## src/rtl/gpio_port_pkg.sv

```systemverilog
// Shared types for the GPIO port register block.
// Assumes at most four register classes per port.
package gpio_port_pkg;

    // Register classes in address order; the offset is class * CLASS_STEP
    typedef enum logic [1:0] {
        CLS_EN  = 2'd0,
        CLS_DIR = 2'd1,
        CLS_LVL = 2'd2,
        CLS_IN  = 2'd3
    } reg_cls_e;

    localparam int unsigned CLASS_STEP = 16;
    localparam int unsigned NUM_CLASS  = 4;
    localparam int unsigned NUM_WR_REG = 3;

    // Decoded view of one bus address
    typedef struct packed {
        logic     hit;
        logic     masked;
        reg_cls_e cls;
    } dec_t;

    // Masked update: bits selected by en take val, the rest keep old
    function automatic logic [7:0] apply_mask(input logic [7:0] old,
                                              input logic [7:0] en,
                                              input logic [7:0] val);
        return (old & ~en) | (val & en);
    endfunction

endpackage

```

## src/rtl/gpio_port_dec.sv

```systemverilog
// Address decoder for one port.
// Compares the bus address against every plain and masked register
// address of this bank/port and reports class and alias.
// Assumes the parameters place no two addresses on top of each other.
module gpio_port_dec #(
    parameter int unsigned ADDR_W       = 12,
    parameter int unsigned BANK_ID      = 1,
    parameter int unsigned PORT_ID      = 2,
    parameter int unsigned BANK_STRIDE  = 128,
    parameter int unsigned UPPER_OFFSET = 2048
) (
    input  logic [ADDR_W-1:0]  addr,
    output gpio_port_pkg::dec_t dec
);
    import gpio_port_pkg::*;

    localparam int unsigned BASE    = BANK_ID * BANK_STRIDE + PORT_ID * 4;
    localparam int unsigned N_MATCH = 2 * NUM_CLASS;

    logic [N_MATCH-1:0] match;

    // One comparator per (alias, class) pair
    for (genvar a = 0; a < 2; a++) begin : g_alias
        for (genvar c = 0; c < int'(NUM_CLASS); c++) begin : g_cls
            localparam int unsigned OFS = BASE + a * UPPER_OFFSET + c * CLASS_STEP;
            assign match[a*NUM_CLASS + c] = (addr == ADDR_W'(OFS));
        end
    end

    // Fold the one-hot match vector into a decoded record
    always_comb begin
        dec = '0;
        for (int i = 0; i < int'(N_MATCH); i++) begin
            if (match[i]) begin
                dec.hit    = 1'b1;
                dec.masked = (i >= int'(NUM_CLASS));
                dec.cls    = reg_cls_e'(2'(i % int'(NUM_CLASS)));
            end
        end
    end

endmodule

```

## src/rtl/gpio_mask_reg.sv

```systemverilog
// One writable port register with plain and masked write paths.
// A plain write loads val; a masked write loads val only where en is set.
// Assumes at most one of the two write strobes is high per cycle.
module gpio_mask_reg #(
    parameter int unsigned W = 8
) (
    input  logic         clk,
    input  logic         rst_n,
    input  logic         wr_plain,
    input  logic         wr_masked,
    input  logic [W-1:0] wr_en,
    input  logic [W-1:0] wr_val,
    output logic [W-1:0] q
);
    logic [W-1:0] nxt;

    // Select the next value from the two write paths
    always_comb begin
        nxt = q;
        if (wr_plain)
            nxt = wr_val;
        else if (wr_masked)
            nxt = (q & ~wr_en) | (wr_val & wr_en);
    end

    // Register with synchronous clear
    always_ff @(posedge clk) begin
        if (!rst_n) q <= '0;
        else        q <= nxt;
    end

endmodule

```

## src/rtl/gpio_in_sync.sv

```systemverilog
// Multi-stage synchronizer for the pad inputs.
// Assumes each pad bit is handled on its own; no bus coherence is implied.
module gpio_in_sync #(
    parameter int unsigned W      = 8,
    parameter int unsigned STAGES = 2
) (
    input  logic         clk,
    input  logic         rst_n,
    input  logic [W-1:0] d,
    output logic [W-1:0] q
);
    logic [W-1:0] stage [STAGES];

    for (genvar s = 0; s < int'(STAGES); s++) begin : g_stage
        // Shift one stage of the chain, cleared in reset
        always_ff @(posedge clk) begin
            if (!rst_n)      stage[s] <= '0;
            else if (s == 0) stage[s] <= d;
            else             stage[s] <= stage[(s == 0) ? 0 : s-1];
        end
    end

    assign q = stage[STAGES-1];

endmodule

```

## src/rtl/gpio_port_regs.sv

```systemverilog
// Top of the GPIO port register block.
// Decodes bus accesses for one bank/port, keeps the pin-enable, direction
// and output-level registers, synchronizes pad inputs and returns read data.
// Assumes a single-cycle bus: an access is one cycle of bus_sel.
module gpio_port_regs #(
    parameter int unsigned ADDR_W       = 12,
    parameter int unsigned BANK_ID      = 1,
    parameter int unsigned PORT_ID      = 2,
    parameter int unsigned BANK_STRIDE  = 128,
    parameter int unsigned UPPER_OFFSET = 2048,
    parameter int unsigned SYNC_STAGES  = 2
) (
    input  logic              clk,
    input  logic              rst_n,
    input  logic              bus_sel,
    input  logic              bus_we,
    input  logic [ADDR_W-1:0] bus_addr,
    input  logic [31:0]       bus_wdata,
    output logic [31:0]       bus_rdata,
    input  logic [7:0]        pad_in,
    output logic [7:0]        pad_out,
    output logic [7:0]        pad_oe,
    output logic [7:0]        gpio_en,
    output logic [7:0]        pin_level
);
    import gpio_port_pkg::*;

    localparam int unsigned PW = 8;

    dec_t          dec;
    logic          wr_acc;
    logic          rd_acc;
    logic [PW-1:0] reg_q [NUM_WR_REG];
    logic [PW-1:0] in_q;
    logic          unused_upper;

    assign unused_upper = ^bus_wdata[31:16];

    gpio_port_dec #(
        .ADDR_W      (ADDR_W),
        .BANK_ID     (BANK_ID),
        .PORT_ID     (PORT_ID),
        .BANK_STRIDE (BANK_STRIDE),
        .UPPER_OFFSET(UPPER_OFFSET)
    ) u_dec (
        .addr(bus_addr),
        .dec (dec)
    );

    assign wr_acc = bus_sel &  bus_we & dec.hit;
    assign rd_acc = bus_sel & ~bus_we & dec.hit;

    // One register per writable class; the input class has no storage here
    for (genvar r = 0; r < int'(NUM_WR_REG); r++) begin : g_reg
        logic sel_r;
        assign sel_r = wr_acc && (dec.cls == reg_cls_e'(2'(r)));
        gpio_mask_reg #(.W(PW)) u_reg (
            .clk      (clk),
            .rst_n    (rst_n),
            .wr_plain (sel_r & ~dec.masked),
            .wr_masked(sel_r &  dec.masked),
            .wr_en    (bus_wdata[2*PW-1:PW]),
            .wr_val   (bus_wdata[PW-1:0]),
            .q        (reg_q[r])
        );
    end

    gpio_in_sync #(.W(PW), .STAGES(SYNC_STAGES)) u_sync (
        .clk  (clk),
        .rst_n(rst_n),
        .d    (pad_in),
        .q    (in_q)
    );

    assign gpio_en = reg_q[CLS_EN];
    assign pad_oe  = reg_q[CLS_DIR];
    assign pad_out = reg_q[CLS_LVL];

    // Readback level: driven value for outputs, sampled value for inputs
    assign pin_level = (pad_oe & pad_out) | (~pad_oe & in_q);

    // Read data mux, zero-extended; both aliases read the same register
    always_comb begin
        bus_rdata = '0;
        if (rd_acc) begin
            unique case (dec.cls)
                CLS_EN:  bus_rdata[PW-1:0] = reg_q[CLS_EN];
                CLS_DIR: bus_rdata[PW-1:0] = reg_q[CLS_DIR];
                CLS_LVL: bus_rdata[PW-1:0] = reg_q[CLS_LVL];
                CLS_IN:  bus_rdata[PW-1:0] = in_q;
            endcase
        end
    end

endmodule

```

## config.mk

```make
export PLATFORM = sky130hd
export DESIGN_NAME = gpio_port_regs
export DESIGN_NICKNAME = d
export VERILOG_FILES = /design/src/rtl/gpio_port_pkg.sv /design/src/rtl/gpio_port_dec.sv /design/src/rtl/gpio_mask_reg.sv /design/src/rtl/gpio_in_sync.sv /design/src/rtl/gpio_port_regs.sv
export SDC_FILE = /design/constraint.sdc
export NUM_CORES = 1
export LEC_CHECK = 0
export BUFFER_PORTS_ARGS = -buffer_cell sky130_fd_sc_hd__buf_2
export CAP_MARGIN = 20
export CORE_MARGIN = 2
export CORE_UTILIZATION = 49
export CTS_CLUSTER_DIAMETER = 40
export DETAILED_ROUTE_END_ITERATION = 10
export GPL_ROUTABILITY_DRIVEN = 1
export GPL_TIMING_DRIVEN = 0
export HOLD_SLACK_MARGIN = 0.06
export PLACE_DENSITY = 0.95
export SLEW_MARGIN = 10
export SYNTH_ARGS = -nofsm -noshare
export SYNTH_HDL_FRONTEND = slang
export SYNTH_HIERARCHICAL = 1
export SYNTH_SLANG_ARGS = --single-unit
```

## constraint.sdc

```tcl
create_clock -name clk -period 4.01 [get_ports clk]
set_input_delay 0.802 -clock clk [delete_from_list [all_inputs] [get_ports clk]]
set_output_delay 0.802 -clock clk [all_outputs]
set_load 0.05 [all_outputs]
```

==> out/results.tsv, run 1 <==
stage	metric	value	unit
finish	antenna_cells	0	
routing	ant_nets	0	
timing	fmax	266	MHz
cts	post_cts_resized	0	
setup_path	required	3210	ps
finish	area_delta_synth_final	26.9	%
global_routing	grt_max_degree	14	
logic_synthesis	async_flop_share	0	
cts	clockRootBuffer	clkbuf_8	
timing	finalSetupTns	0	ps
die	start_util	0.505	
routing	drc	0	
finish	seqCellArea	801	sq um
setup_path	critPathMostFrequentCell	buf_2	
cts	cts_tree	yes	
pwr	cellLeakagePower	1.55	nW
finish	multi_input_area	1290	sq um
logic_synthesis	post-synth-top-count-cell	nand2_1	
die	fp.dieH	73.5	um
cts	cts_sinks	40	
global_routing	grt_pass1_wl	8890	um
finish	drive_gt1_frac	0.462	
die	die-area	5400	sq um
routing	vias_per_cell	5.02	
pwr	finalPower	822	uW
timing	fin_crit_sh	0.936	
setup_path	path_cells	buf_2, or4b_4, nor3_1, nand4b_2, o22ai_1, buf_2	
logic_synthesis	ys_top_cells_by_area	dfxtp_1 (34%), mux2i_1 (17%), buf_4 (8.9%)	
logic_synthesis	yosys.area.top_type	dfxtp_1	
timing	setup_violations	0	
logic_synthesis	synth_common_cells	nand2_1 (48), dfxtp_1 (40), mux2i_1 (40), buf_4 (28), a21oi_2 (24)	
logic_synthesis	yosys_warnings	6	
die	die_w	73.5	um
logic_synthesis	synth.top_cell.area_share	0.338	
setup_path	path_class	input port to output pin	
routing	wl_per_cell	14.3	um
finish	stdcell_area	3000	sq um
run_status	status	completed	
place	portBuffers	79	
timing	slew_violations	0	
global_routing	antenna_found_initial	0	
cts	clk_pin_slew	80	ps
setup_path	cp_max_fo	8	
global_routing	track_usage	0.218	
setup_path	worst-path-buf-inv	2	
routing	num_vias	2063	
timing	setup_ws	256	ps
routing	firstDrtPassIters	4	
pwr	peakVddDrop	0.252	mV
setup_path	worstPathArrival	2950	ps
routing	initialDrtViolationCount	91	
timing	maxSlewHeadroom	0.591	
routing	wl	5860	um
logic_synthesis	synth_edf_count	0	
finish	fillers	411	
timing	hold_viol	0	
setup_path	slowest_stage	or4b_4	
min_path	min-delay-path-class	flop to flop	
timing	period_minus_slack	3750	ps
global_routing	grt.overflow.total	0	
cts	cts-hold-fix-buffers	0	
pwr	pwr_density_cell	274	nW/um^2
timing	worst_slew_pin_slew	608	ps
cts	clk_latency	290	ps
timing	rsz0062_at_grt	no	
finish	nets	412	
run	maxCapViolCount	0	
setup_path	crit_family	simple AND/OR/NAND/NOR gates	
cts	htreeDepth	2	
place	placed_cell_area	2920	sq um
logic_synthesis	synth.distinct_cells	24	
setup_path	crit_path_end_kind	output pin	
logic_synthesis	syn_inst	247	
logic_synthesis	synth.avg_cell_area	9.58	sq um
global_routing	grt_pass1_vias	1893	
setup_path	max_stage_delay	550	ps
place	dp_slack	287	ps
die	rows	25	
place	routabilityCongestion	0.833	
timing	hold_ws	433	ps
logic_synthesis	syn_area	2370	sq um
logic_synthesis	synth_seq_cells	40	
place	hpwl	4360	um
logic_synthesis	synthFlopType	dfxtp_1	
logic_synthesis	yosysSeqAreaShare	0.338	
cts	clockBufferDepth	2	
setup_path	worst_setup_path_start_kind	input port	
cts	cts_buffers	5	
die	ios	120	
timing	fin_skew	7.42	ps
die	core-area	4690	sq um
cts	post-cts-setup-buffers	0	
[kinds of logic (layout without fill, tap and decap cells)]
logic type	count (synthesis)	count (layout)	synth area share
AND/OR/NAND/NOR	86	86	0.190
multiplexers	48	48	0.207
flip-flops	40	40	0.338
AO/OA/AOI/OAI	32	32	0.110
buffers and inverters	40	127	0.153
other	1	24	0.00158
[through the flow]
stage	cells	utilization
final	411	0.640
after global placement	403	0.622
after detailed placement	403	0.622
after CTS	411	0.640
after floorplan	270	-
after global routing	411	0.640
[placed cells by master, fill, tap and decap left out, drive strengths merged]
master,n
buf,118
nand2,48
mux2i,40
dfxtp,40
conb,24
a21oi,24
and2,16
mux2,8
o22ai,8
nor3,6
clkbuf,6
nor2,4
or4b,4
nand2b,3
clkinv,3
nand4b,2
nand4bb,1
nand4,1
or3,1
[routing by layer]
metal | share of wire | vias up | global-route usage
met5 | 0 | - | 0
li1 | - | 1011 | -
met3 | 0.080 | 5 | 0.0604
met2 | 0.50 | 84 | 0.377
met1 | 0.41 | 963 | 0.263
met4 | 0.010 | 0 | 0.0667
[power breakdown]
| part | leakage [nW] | internal (mW) | switching [mW] |
|---|---|---|---|
| clock | 0.0479 | 0.121 | 0.144 |
| sequential | 0.326 | 0.404 | 0.00225 |
| combinational | 1.18 | 0.0533 | 0.0973 |
| total | 1.55 | 0.579 | 0.243 |
[final timing paths]
check | start | end | slack (ps) | depth (start not counted)
worst max register to register | flop | flop | 3320 | 2
worst min-delay path | u_sync/stage[0][1] | u_sync/stage[1][1] | 430 | 1
worst max-delay path | bus_addr[1] | bus_rdata[6] | 260 | 6
worst min register to register | u_sync/stage[0][1] | u_sync/stage[1][1] | 430 | 1
[layout make-up]
class                   instances  share of cell area
plain buffers                  40               0.120
well taps                      54              0.0225
repair buffers                 79               0.132
multi-input cells             190               0.430
flip-flops and latches         40               0.267
clock inverters                 3             0.00625
clock buffers                   5              0.0229
(Power assumes the default switching activity.)
==> run 2, diff against run 1 <==
--- a/config.mk
+++ b/config.mk
@@ -5,16 +5,16 @@
 export SDC_FILE = /design/constraint.sdc
 export NUM_CORES = 1
 export LEC_CHECK = 0
-export BUFFER_PORTS_ARGS = -buffer_cell sky130_fd_sc_hd__buf_2
 export CAP_MARGIN = 20
 export CORE_MARGIN = 2
-export CORE_UTILIZATION = 49
+export CORE_UTILIZATION = 65
 export CTS_CLUSTER_DIAMETER = 40
 export DETAILED_ROUTE_END_ITERATION = 10
+export DONT_BUFFER_PORTS = 1
 export GPL_ROUTABILITY_DRIVEN = 1
 export GPL_TIMING_DRIVEN = 0
 export HOLD_SLACK_MARGIN = 0.06
-export PLACE_DENSITY = 0.95
+export PLACE_DENSITY = 0.91
 export SLEW_MARGIN = 10
 export SYNTH_ARGS = -nofsm -noshare
 export SYNTH_HDL_FRONTEND = slang
==> run 2 against run 1 <==
- the run now ends with negative setup slack left
- sequential share of layout area rose by 4.0 points
- via count fell by 13%
- worst hold slack improved by 8.4 ps
- final cell count fell by 21%
- count of clock-buffer cells in the layout rose by 1
- routed wire length fell by 6.9%
- non-clock buffer count fell by 79
- die area fell by 23%
- sequential power barely moved
- largest power group unchanged
==> out/results.tsv, run 2 (synthesis results as in run 1) <==
stage	metric	value	unit
setup_path	reg2reg_depth	2	
routing	ant_nets	0	
routing	firstDrtPassIters	4	
die	die-area	4140	sq um
timing	period_minus_slack	4040	ps
timing	fin_skew	9.81	ps
routing	drc	0	
finish	area_delta_synth_final	10.4	%
finish	final_util	0.765	
die	start_util	0.693	
setup_path	path_class	input port to output pin	
timing	hold_ws	442	ps
die	ios	120	
routing	num_vias	1790	
setup_path	worst_setup_path_start_kind	input port	
cts	htreeDepth	2	
timing	slew_violations	0	
timing	rsz0062_at_grt	yes	
run_status	violations	negative setup slack	
global_routing	grt_pass1_vias	1768	
place	dp.cells	316	
routing	vias_per_cell	5.52	
timing	maxSlewHeadroom	0.276	
cts	clk_pin_slew	120	ps
die	core-area	3420	sq um
global_routing	grt.overflow.total	0	
setup_path	crit_path_end_kind	output pin	
finish	nets	333	
cts	clk_latency	360	ps
setup_path	required	3210	ps
global_routing	track_usage	0.273	
global_routing	use_met3	0.0880	
finish	fillers	252	
pwr	p_int	593	uW
finish	final_cells	324	
timing	worst_slew_pin_slew	1100	ps
cts	cts_tree	yes	
pwr	pwr-share-comb	0.148	
pwr	swShare	0.272	
cts	clockBufferDepth	2	
min_path	min-delay-path-class	flop to flop	
finish	final_cell_mix	nand2_1 (48), mux2i_1 (40), dfxtp_1 (40)	
global_routing	grt_pass1_wl	8630	um
timing	setup_ws	-26.5	ps
cts	post-cts-setup-buffers	0	
global_routing	grtUsageMet2	0.479	
run	maxCapViolCount	0	
die	die_w	64.4	um
min_path	holdPathStages	1	
finish	drive_gt1_frac	0.317	
routing	wl_per_cell	16.8	um
cts	clockRootBuffer	clkbuf_4	
setup_path	path_cells	or4b_4, nor3_1, nand4b_2, o22ai_1	
pwr	cellLeakagePower	1.18	nW
pwr	pwr_density_cell	311	nW/um^2
place	hpwl	3830	um
timing	fmax	248	MHz
pwr	power.switching	221	uW
routing	initialDrtViolationCount	96	
place	dp_slack	14.4	ps
timing	finalSetupTns	-56.2	ps
timing	setup_violations	3	
place	portBuffers	0	
die	fp.dieH	64.4	um
pwr	clkPwrFrac	0.352	
setup_path	worstPathArrival	3230	ps
setup_path	slowest_stage	o22ai_1	
global_routing	grtUsageMet1	0.313	
place	routabilityCongestion	0.792	
finish	antenna_cells	0	
global_routing	busiest_layer	met2	
setup_path	cp_max_fo	8	
cts	cts_sinks	40	
global_routing	grt_max_degree	14	
pwr	seq_power_share	0.501	
global_routing	antenna_found_initial	0	
run_status	status	complete, but fails checks	
routing	wl	5450	um
timing	hold_viol	0	
timing	fin_crit_sh	1.01	
finish	final_common_cell	nand2_1	
cts	cts_buffers	5	
pwr	peakVddDrop	0.271	mV
die	rows	21	
setup_path	max_stage_delay	950	ps
## run 2: repair_timing
item / CTS / global route
resized for setup: 0 / 2
hold buffers: 0 / 0
endpoints found under the setup margin: 2 / 8
## run 2: worst paths after layout
kind,start,endpoint,slack (ps)
setup / recovery,bus_addr[1],bus_rdata[2],-30
hold / removal,u_sync/stage[0][4],u_sync/stage[1][4],440
setup reg to reg,flop,flop,2940
hold reg to reg,u_sync/stage[0][4],u_sync/stage[1][4],440
## run 2: power groups by stage
stage	clock (mW)	combinational, mW	sequential, mW
after global routing	0.307	0.126	0.408
after CTS	0.292	0.119	0.407
after detailed placement	0	0.118	0.416
final	0.286	0.120	0.407
after floorplan	0	0.112	0.415
after global placement	0	0.118	0.416
## run 2: critical path, delay by kind of cell
family / cells / cell delay, ps
and+or+nand+nor: 3 / 1480
AOI/OAI and AO/OA: 1 / 950
## run 2: layer usage
| metal | vias up | part of all wire |
|---|---|---|
| li1 | 855 | - |
| met1 | 836 | 0.38 |
| met2 | 88 | 0.52 |
| met3 | 11 | 0.086 |
| met4 | 0 | 0.014 |
| met5 | - | 0 |
## run 2: final cells by class
cell class | count | area (sq um) | area share
sequential | 40 | 801 | 0.306
clock inverter | 2 | 38.8 | 0.0148
multi-input combinational | 190 | 1300 | 0.499
tap | 46 | 57.6 | 0.0220
buffer | 40 | 362 | 0.138
clock buffer | 6 | 51.3 | 0.0196
## run 2: metrics by stage
step	instance area [sq um]	power [mW]
3_5_place_dp	2510	0.535
2_1_floorplan	2450	0.527
5_1_grt	2610	0.841
3_3_place_gp	2510	0.534
6_report	2610	0.813
4_1_cts	2600	0.818
